===== config.mk =====
export PLATFORM = sky130hd
export DESIGN_NAME = chan_cmd_director
export DESIGN_NICKNAME = d
export VERILOG_FILES = /design/src/rtl/chan_cmd_pkg.sv /design/src/rtl/cc_accept.sv /design/src/rtl/cc_timer.sv /design/src/rtl/cc_director.sv /design/src/rtl/chan_cmd_director.sv
export SDC_FILE = /design/constraint.sdc
export NUM_CORES = 1
export LEC_CHECK = 0
export BUFFER_PORTS_ARGS = -buffer_cell sky130_fd_sc_hd__buf_2
export CORE_AREA = 2 2 67 95
export CTS_BUF_LIST = sky130_fd_sc_hd__clkbuf_8
export CTS_CLUSTER_SIZE = 24
export DETAILED_ROUTE_END_ITERATION = 16
export DIE_AREA = 0 0 69 97
export PLACE_DENSITY = 0.62
export SKIP_CTS_REPAIR_TIMING = 1
export SLEW_MARGIN = 10
export SYNTH_ARGS = -nofsm -noshare
export SYNTH_HDL_FRONTEND = slang
export SYNTH_SLANG_ARGS = --single-unit

===== constraint.sdc =====
create_clock -name clk -period 1.8 [get_ports clk]
set_input_delay 0.36 -clock clk [delete_from_list [all_inputs] [get_ports clk]]
set_output_delay 0.36 -clock clk [all_outputs]
set_load 0.05 [all_outputs]

===== src/rtl/chan_cmd_pkg.sv =====
package chan_cmd_pkg;
  localparam int N_FN  = 8;
  localparam int FC_W  = 3;
  localparam int WORD_W = 16;

  // command word layout (decoded by the channel side)
  localparam int Q_EQ_LO = 7;
  localparam int Q_EQ_HI = 10;
  localparam int Q_W_LO  = 11;
  localparam int Q_W_HI  = 15;

  // director payload bit positions
  localparam int DIR_CLR_EN  = 1;
  localparam int DIR_EN_LO   = 2;
  localparam int DIR_EN_HI   = 4;
  localparam int DIR_DESEL   = 7;
  localparam int DIR_SEL     = 8;
  localparam int DIR_CODE_LO = 9;
  localparam int DIR_CODE_HI = 10;

  typedef enum logic [FC_W-1:0] {
    OP_BUF_LEN   = 3'd0,
    OP_DIRECT    = 3'd1,
    OP_LOAD_ADDR = 3'd2,
    OP_WRITE     = 3'd3,
    OP_READ      = 3'd4,
    OP_COMPARE   = 3'd5,
    OP_CHK_CHECK = 3'd6,
    OP_WRITE_ADR = 3'd7
  } out_op_e;

  localparam logic [FC_W-1:0] IN_CLEAR       = 3'd0;
  localparam logic [FC_W-1:0] IN_LAST_STATUS = 3'd5;

  typedef struct packed {
    logic              is_out;
    logic [FC_W-1:0]   code;
    logic              ok;
    logic [WORD_W-1:0] a;
  } cmd_t;
endpackage


===== src/rtl/cc_accept.sv =====
module cc_accept
  import chan_cmd_pkg::*;
#(
  parameter int N_DRV = 4
) (
  input  logic             is_out,
  input  logic [FC_W-1:0]  code,
  input  logic [N_DRV-1:0] unit_sel,
  input  logic [N_DRV-1:0] drv_ready,
  input  logic [N_DRV-1:0] drv_oncyl,
  input  logic [N_DRV-1:0] drv_seek,
  input  logic [N_DRV-1:0] drv_protect,
  input  logic             chan_protect,
  input  logic             xfer_active,
  output logic             ok
);
  logic any_sel, sel_ready, sel_oncyl, sel_seek, sel_prot;
  logic prot_ok, dir_ok, op_ok, in_ok;

  always_comb begin
    any_sel   = |unit_sel;
    sel_ready = |(unit_sel & drv_ready);
    sel_oncyl = |(unit_sel & drv_oncyl);
    sel_seek  = |(unit_sel & drv_seek);
    sel_prot  = |(unit_sel & drv_protect);
    prot_ok   = !sel_prot || chan_protect;
    dir_ok    = !xfer_active && prot_ok;
    op_ok     = !xfer_active && any_sel && sel_ready && sel_oncyl &&
                !sel_seek && prot_ok;
    in_ok     = (code <= IN_LAST_STATUS);
    if (!is_out)                  ok = in_ok;
    else if (code == OP_DIRECT)   ok = dir_ok;
    else                          ok = op_ok;
  end
endmodule


===== src/rtl/cc_timer.sv =====
module cc_timer
  import chan_cmd_pkg::*;
#(
  parameter int DLY_CYC = 20
) (
  input  logic            clk,
  input  logic            rst_n,
  input  logic            start,
  input  cmd_t            start_cmd,
  output logic            pending,
  output logic            fire,
  output cmd_t            cur_cmd,
  output logic            reply,
  output logic            reject,
  output logic [N_FN-1:0] out_fn_stb,
  output logic [N_FN-1:0] in_fn_stb
);
  localparam int CNT_W = (DLY_CYC < 2) ? 1 : $clog2(DLY_CYC);
  localparam logic [CNT_W-1:0] LOAD = CNT_W'(DLY_CYC - 1);

  logic [CNT_W-1:0] cnt;
  logic [N_FN-1:0]  code_hot;

  assign fire     = pending && (cnt == '0);
  assign code_hot = N_FN'(1) << cur_cmd.code;

  always_ff @(posedge clk or negedge rst_n) begin
    if (!rst_n) begin
      pending    <= 1'b0;
      cnt        <= '0;
      cur_cmd    <= '0;
      reply      <= 1'b0;
      reject     <= 1'b0;
      out_fn_stb <= '0;
      in_fn_stb  <= '0;
    end else begin
      reply      <= fire && cur_cmd.ok;
      reject     <= fire && !cur_cmd.ok;
      out_fn_stb <= (fire && cur_cmd.ok && cur_cmd.is_out)  ? code_hot : '0;
      in_fn_stb  <= (fire && cur_cmd.ok && !cur_cmd.is_out) ? code_hot : '0;
      if (start) begin
        pending <= 1'b1;
        cnt     <= LOAD;
        cur_cmd <= start_cmd;
      end else if (fire) begin
        pending <= 1'b0;
      end else if (pending) begin
        cnt <= cnt - 1'b1;
      end
    end
  end
endmodule


===== src/rtl/cc_director.sv =====
module cc_director
  import chan_cmd_pkg::*;
#(
  parameter int N_DRV = 4
) (
  input  logic             clk,
  input  logic             rst_n,
  input  logic             fire,
  input  cmd_t             cmd,
  input  logic             st_ready_nb,
  input  logic             st_eop,
  input  logic             st_alarm,
  output logic [N_DRV-1:0] unit_sel,
  output logic [2:0]       irq_en,
  output logic             irq
);
  logic [N_DRV-1:0] sel_decoded;
  logic [1:0]       sel_code;
  logic [2:0]       en_req;
  logic             is_dir, is_clear;

  always_comb begin
    sel_code = cmd.a[DIR_CODE_HI:DIR_CODE_LO];
    en_req   = cmd.a[DIR_EN_HI:DIR_EN_LO];
    for (int i = 0; i < N_DRV; i++)
      sel_decoded[i] = (int'(sel_code) == i);
    is_dir   = fire && cmd.ok && cmd.is_out && (cmd.code == OP_DIRECT);
    is_clear = fire && cmd.ok && !cmd.is_out && (cmd.code == IN_CLEAR);
  end

  always_ff @(posedge clk or negedge rst_n) begin
    if (!rst_n) begin
      unit_sel <= '0;
      irq_en   <= '0;
    end else if (is_clear) begin
      unit_sel <= '0;
      irq_en   <= '0;
    end else if (is_dir) begin
      if (cmd.a[DIR_DESEL])     unit_sel <= '0;
      else if (cmd.a[DIR_SEL])  unit_sel <= sel_decoded;
      if (|en_req)              irq_en <= irq_en | en_req;
      else if (cmd.a[DIR_CLR_EN]) irq_en <= '0;
    end
  end

  assign irq = (irq_en[0] && st_ready_nb) ||
               (irq_en[1] && st_eop) ||
               (irq_en[2] && st_alarm);
endmodule


===== src/rtl/chan_cmd_director.sv =====
module chan_cmd_director
  import chan_cmd_pkg::*;
#(
  parameter int N_DRV         = 4,
  parameter int CLK_PERIOD_NS = 20,
  parameter int REPLY_NS      = 400
) (
  input  logic             clk,
  input  logic             rst_n,
  input  logic [3:0]       equip_id,
  input  logic [15:0]      q_word,
  input  logic [15:0]      a_word,
  input  logic             out_stb,
  input  logic             in_stb,
  input  logic             chan_protect,
  input  logic             xfer_active,
  input  logic [N_DRV-1:0] drv_ready,
  input  logic [N_DRV-1:0] drv_oncyl,
  input  logic [N_DRV-1:0] drv_seek,
  input  logic [N_DRV-1:0] drv_protect,
  input  logic             st_ready_nb,
  input  logic             st_eop,
  input  logic             st_alarm,
  output logic             reply,
  output logic             reject,
  output logic [7:0]       out_fn_stb,
  output logic [7:0]       in_fn_stb,
  output logic [N_DRV-1:0] unit_sel,
  output logic [2:0]       irq_en,
  output logic             irq
);
  localparam int DLY_CYC = (REPLY_NS + CLK_PERIOD_NS - 1) / CLK_PERIOD_NS;

  logic out_q, in_q;
  logic rise_out, rise_in, addressed, start, pending, fire, cmd_ok;
  cmd_t new_cmd, cur_cmd;

  always_ff @(posedge clk or negedge rst_n) begin
    if (!rst_n) begin
      out_q <= 1'b0;
      in_q  <= 1'b0;
    end else begin
      out_q <= out_stb;
      in_q  <= in_stb;
    end
  end

  always_comb begin
    rise_out  = out_stb && !out_q;
    rise_in   = in_stb && !in_q && !rise_out;
    addressed = (q_word[Q_EQ_HI:Q_EQ_LO] == equip_id) &&
                (q_word[Q_W_HI:Q_W_LO] == '0);
    start     = (rise_out || rise_in) && addressed && !pending;
    new_cmd.is_out = rise_out;
    new_cmd.code   = q_word[FC_W-1:0];
    new_cmd.ok     = cmd_ok;
    new_cmd.a      = a_word;
  end

  cc_accept #(.N_DRV(N_DRV)) u_accept (
    .is_out(rise_out), .code(q_word[FC_W-1:0]), .unit_sel(unit_sel),
    .drv_ready(drv_ready), .drv_oncyl(drv_oncyl), .drv_seek(drv_seek),
    .drv_protect(drv_protect), .chan_protect(chan_protect),
    .xfer_active(xfer_active), .ok(cmd_ok)
  );

  cc_timer #(.DLY_CYC(DLY_CYC)) u_timer (
    .clk(clk), .rst_n(rst_n), .start(start), .start_cmd(new_cmd),
    .pending(pending), .fire(fire), .cur_cmd(cur_cmd),
    .reply(reply), .reject(reject),
    .out_fn_stb(out_fn_stb), .in_fn_stb(in_fn_stb)
  );

  cc_director #(.N_DRV(N_DRV)) u_director (
    .clk(clk), .rst_n(rst_n), .fire(fire), .cmd(cur_cmd),
    .st_ready_nb(st_ready_nb), .st_eop(st_eop), .st_alarm(st_alarm),
    .unit_sel(unit_sel), .irq_en(irq_en), .irq(irq)
  );
endmodule


Word-level counts from Yosys, hierarchy flattened
Cells that the tools add are included.

storage, ports and cells
  register bits = 49
  output and inout bits = 26
  word-level logic and storage cells = 99

cells by class
  equal/unequal tests = 7
  bitwise gates (word level) = 5
  $lt $le $gt $ge = 1
  muxes and demuxes = 17
  $add $sub $neg = 1
  reduce and logical (&&, ||, !) cells = 53
  shift operators = 1

operators with widths
  cell                                                   count
  logical AND 1 bit                                      22
  OR reduction 4 bit                                     5
  AND 4 bit                                              4
  2-to-1 mux 4 bit                                       4
  2-to-1 mux 8 bit                                       2
  2-to-1 mux 5 bit                                       3
  2-to-1 mux 3 bit                                       4
  zero test 5 bit                                        2
  zero test 1 bit                                        9
  << shifter 1 x 3 -> 8 bit, first input constant        1
  == test 3 x 1 -> 1 bit, second input constant          2
  AND reduction 2 bit                                    3
  nonzero test 2 bit                                     3
  nonzero test 3 bit                                     2
  subtractor 5 x 1 -> 5 bit, second input constant       1
  == test 2 bit, second input constant                   2
  == test 4 bit                                          1
  logical OR 1 bit                                       4
  2-to-1 mux 1 bit                                       4
  less-or-equal comparator 3 bit, second input constant  1
  zero test 3 bit                                        1
  OR 3 bit                                               1
  OR reduction 3 bit                                     1
  == test 2 x 1 -> 1 bit, second input constant          1
  2 further kinds                                        2

Depth between registers and ports, before layout
  depth after elaboration = 9
  gate-level depth with buffers = 8
  mapped depth without buffers = 8

Hierarchy
A second synthesis with hierarchy kept.

second synthesis, totals
  cells, all modules = 186
  area, all modules = 2356.0 um^2

by module, submodules not included
  module             seq. area each (um^2)  times used  area an instance (um^2)  cells each
  cc_timer           1126.1                 1           1700.4                   122
  cc_director        175.2                  1           414.1                    37
  chan_cmd_director  50.0                   1           135.1                    12
  cc_accept          0.0                    1           106.4                    15

Worst setup path after synthesis
No wires, ideal clock.

  path type = input port to flip-flop
  start point = in q_word[12]
  end point = reg, netlist name u_timer.cur_cmd[10]
  slack = 0.028 ns
  arrival time = 1.647 ns
  buffers on the path = 1
  data required time = 1.675 ns
  setup time = 0.125 ns
  stages on the path = 5
  cell sequence = nor4_1 nand3_1 a2111oi_4 buf_6 mux2_2

on the way
  cells in the longest elaborated chain, start to end = 4

RTL lines
  item                             RTL line                 source
  from (decl)                      chan_cmd_director.sv:11  input logic [15:0] q_word,
  zero test 5 bit                  chan_cmd_director.sv:52  (q_word[Q_W_HI:Q_W_LO] == '0);
  logical AND 1 bit                chan_cmd_director.sv:51  addressed = (q_word[Q_EQ_HI:Q_EQ_LO] == equip_id) &&
  logical AND 1 bit (2 in series)  chan_cmd_director.sv:53  start = (rise_out || rise_in) && addressed && !pending;

Every way passes these cells.
A chain may end at the register's enable or synchronous reset.

Final worst setup path
  start point = reg u_timer.cnt[0]
  end point = reg u_director.irq_en[2]

on the way
  cells in the longest elaborated chain, start to end = 7
  elaborated cells on any way between the ends = 11
  those cells by class = mux (1); reduce/logical (10)

RTL lines
  item                                                                       RTL line                              source
  from (decl)                                                                cc_timer.sv:21                        logic [CNT_W-1:0] cnt;
  from (signal assigned)                                                     cc_timer.sv:48                        cnt <= cnt - 1'b1;
  zero test 5 bit *                                                          cc_timer.sv:24                        assign fire = pending && (cnt == '0);
  logical AND 1 bit *                                                        cc_timer.sv:24
  logical AND 1 bit *                                                        cc_director.sv:27, cc_director.sv:28
  logical AND 1 bit, on equally long branches (2 in series)                  cc_director.sv:28, cc_director.sv:27
  nonzero test 3 bit (no line) / nonzero test 2 bit (equally long branches)  -
  AND reduction 2 bit (no line)                                              -
  to (signal assigned)                                                       cc_director.sv:41                     if (|en_req) irq_en <= irq_en | en_req;
  to (decl)                                                                  cc_director.sv:14                     output logic [2:0] irq_en,

Mark *: on every way between the ends. The rest lies on a longest branch, timed or not.

==> metrics.cfg <==
[sta]
fin_skew_ns = 0.00783
fin_crit_ns = 1.77
setup_viol = 0
fmax_mhz = 566
worst_hold_slack_ns = 0.127
final-max-slew-violation-count = 0
finalCritPeriodShare_pct = 98.2
grt_setup_unrepaired = true
hold_viol = 0
tightest_slew_ns = 0.581
slew_headroom_pct = 61.2

[routing]
vias = 1614
wl_per_cell_um = 12.6
first_pass_iters = 4
drc = 0
vias_per_cell = 4.79
routed_wl_mm = 4.25
drtIter0Drc = 83
ant_nets = 0

[clock_network]
clock-sinks = 46
cts_htree_levels = 2
clock_latency_ns = 0.30
root_buffer = clkbuf_8
clk_pin_slew_ns = 0.09
cts_buffer_depth = 2
cts_tree = done
cts_buffers = 5

[worst_setup_path]
path_cells = inv_2, ha_4, nand4bb_4, nor3b_4, nand3_2, o41ai_2, a21oi_1
r2r_cells = 7
crit_arrival_ns = 1.95
worst-path-buf-inv = 1
crit_family = simple AND/OR/NAND/NOR gates
start_kind = flop
slowest_stage = dfrtp_1
endpoint_kind = flop
crit_type = reg2reg
cpPeakStageDelay_ns = 0.39
rrSetupSlack_ns = 0.03
rr_startpoint = u_timer.cnt[0]
required_ns = 1.98
r2r_end = u_director.irq_en[2]
cp_max_fo = 5

[floorplanning]
num_io_pins = 87
start_util_pct = 34.7
design.die.area_um2 = 6690
fp.dieH_um = 97
coreArea_um2 = 5780
dieWidth_um = 69
placementRows = 33

[synthesis]
ys.flop_type = dfrtp_1
synth_area_per_cell_um2 = 11.9
synth_edf_count = 0
syn_nets = 230
yosysTopAreaCell = dfrtp_1
synthesis.instances = 168
synth_top_cells_by_area = dfrtp_1, mux2_2, nand2b_1
synth_seq_cells = 46
ys_async_sr_fraction_pct = 100
synthesis.area_um2 = 2010
ys_seq_area_share_pct = 57.4
synth.distinct_cells = 40
synth_top_area_share_pct = 57.4
yosysWarnings = 0

[global_route]
antenna_found_initial = 0
grt_pass1_wl_mm = 7.08
grt_usage_pct = 13.1
first_global_vias = 1571
grt.overflow.total = 0
grt_max_degree = 47

[final_layout]
diodes = 0
drive_gt1_share_pct = 50.6
fin_nets = 328
fin_cells = 337
syn_to_final_growth_pct = 37.7
fillCellCount = 563

[power_and_ir_drop]
p_per_area_nw_per_um2 = 812
finalPower_mw = 2.24
leakage_nw = 1.40
ir_drop_mv = 0.496

[placed_design]
dpl.hpwl_mm = 3.17
placed_cells = 325
gp_congestion = 0.794
port_buffers = 74

[worst_hold_path]
hold_path.class = in2async

[flow_run]
maxCapViolations = 0

[run_status]
status = completed

[how the worst max path moves through the flow]
stage | depth (start not counted) | to | from
finish | 7 | u_director.irq_en[2] | u_timer.cnt[0]
global route | 7 | u_director.irq_en[2] | u_timer.cnt[1]
CTS | 7 | u_director.irq_en[2] | u_timer.cnt[0]
detailed placement | 6 | u_timer.cur_cmd[18] | q_word[12]
global placement | 6 | u_timer.cur_cmd[4] | q_word[12]
floorplan | 5 | u_timer.cur_cmd[10] | q_word[12]
[synthesized netlist by cell type (2+ instances only)]
master    number
a221oi_1       2
xor2_1         2
clkbuf_1       2
nor3b_1        2
inv_1          8
mux2_2         9
o21ai_0        2
nand3_1        6
o31ai_1        3
dfrtp_1       46
nor2_1        12
a21oi_1        6
nor4_1         3
a22oi_1        4
mux2i_1        3
nand2b_1       9
xnor2_1        5
nor3_1        11
a22o_1         2
nand2_1       11
[cell type report]
type                    instances  area, µm²  share of cell area, %
clock buffers                   5       68.8                   2.49
inverters                       8       30.0                   1.09
repair buffers                 96        548                   19.8
multi-input cells             109        856                   31.0
well taps                      70       87.6                   3.17
clock inverters                 3       21.3                  0.770
flip-flops and latches         46       1150                   41.7
[sequential cells by signal (all words and copies together) (netlist names)]
name,count
u_timer.pending,1
u_timer.reject,1
u_timer.out_fn_stb,8
out_q,1
u_timer.cnt,5
u_timer.reply,1
in_q,1
u_director.irq_en,3
u_timer.cur_cmd,13
u_director.unit_sel,4
u_timer.in_fn_stb,8
[cell families after synthesis]
family / count (synthesis) / synth area share (%)
buf+inv: 13 / 2.99
mux: 12 / 6.55
fa+ha+maj: 1 / 0.624
xor+xnor: 7 / 3.06
flops: 46 / 57.4
simple gates: 63 / 18.5
compound gates: 26 / 10.9
[placed cells by master, fill, tap and decap left out, types with 3 or more instances in the layout]
| master | count |
|---|---|
| dfrtp_1 | 46 |
| nand2_1 | 10 |
| nand2b_1 | 9 |
| inv_2 | 3 |
| mux2i_1 | 3 |
| buf_4 | 21 |
| inv_1 | 5 |
| nand3_1 | 5 |
| nor2_1 | 12 |
| xnor2_1 | 5 |
| mux2_2 | 9 |
| clkbuf_8 | 5 |
| a22oi_1 | 4 |
| buf_2 | 74 |
| a21oi_1 | 4 |
| nor3_1 | 9 |
[stage by stage]
step | utilization (%) | worst slack (ns) | cell area, µm² | TNS [ns]
final | 47.8 | 0.0321 | 2760 | 0
after global routing | 47.8 | -0.0783 | 2760 | -0.259
after CTS | 46.2 | -0.185 | 2670 | -0.433
after detailed placement | 44.7 | -0.133 | 2580 | -1.46
after global placement | 44.7 | -0.0851 | 2580 | -0.826
after floorplan | - | 0.0280 | 2010 | 0
[routing by layer]
layer  vias up  GRT usage (%)  routed length [µm]
li1        797              -                   -
met5         -              0                   0
met4         0           5.88                  99
met2        50           22.9                2260
met1       757           14.7                1650
met3        10           3.44                 244
[power by group]
| part | total (mW) | switching, mW | internal (mW) | leakage [nW] |
|---|---|---|---|---|
| clock network | 0.630 | 0.357 | 0.273 | 0.0441 |
| logic | 0.449 | 0.197 | 0.252 | 0.741 |
| registers | 1.16 | 0.0598 | 1.10 | 0.614 |
| total | 2.24 | 0.613 | 1.63 | 1.40 |
(Power assumes the default switching activity.)
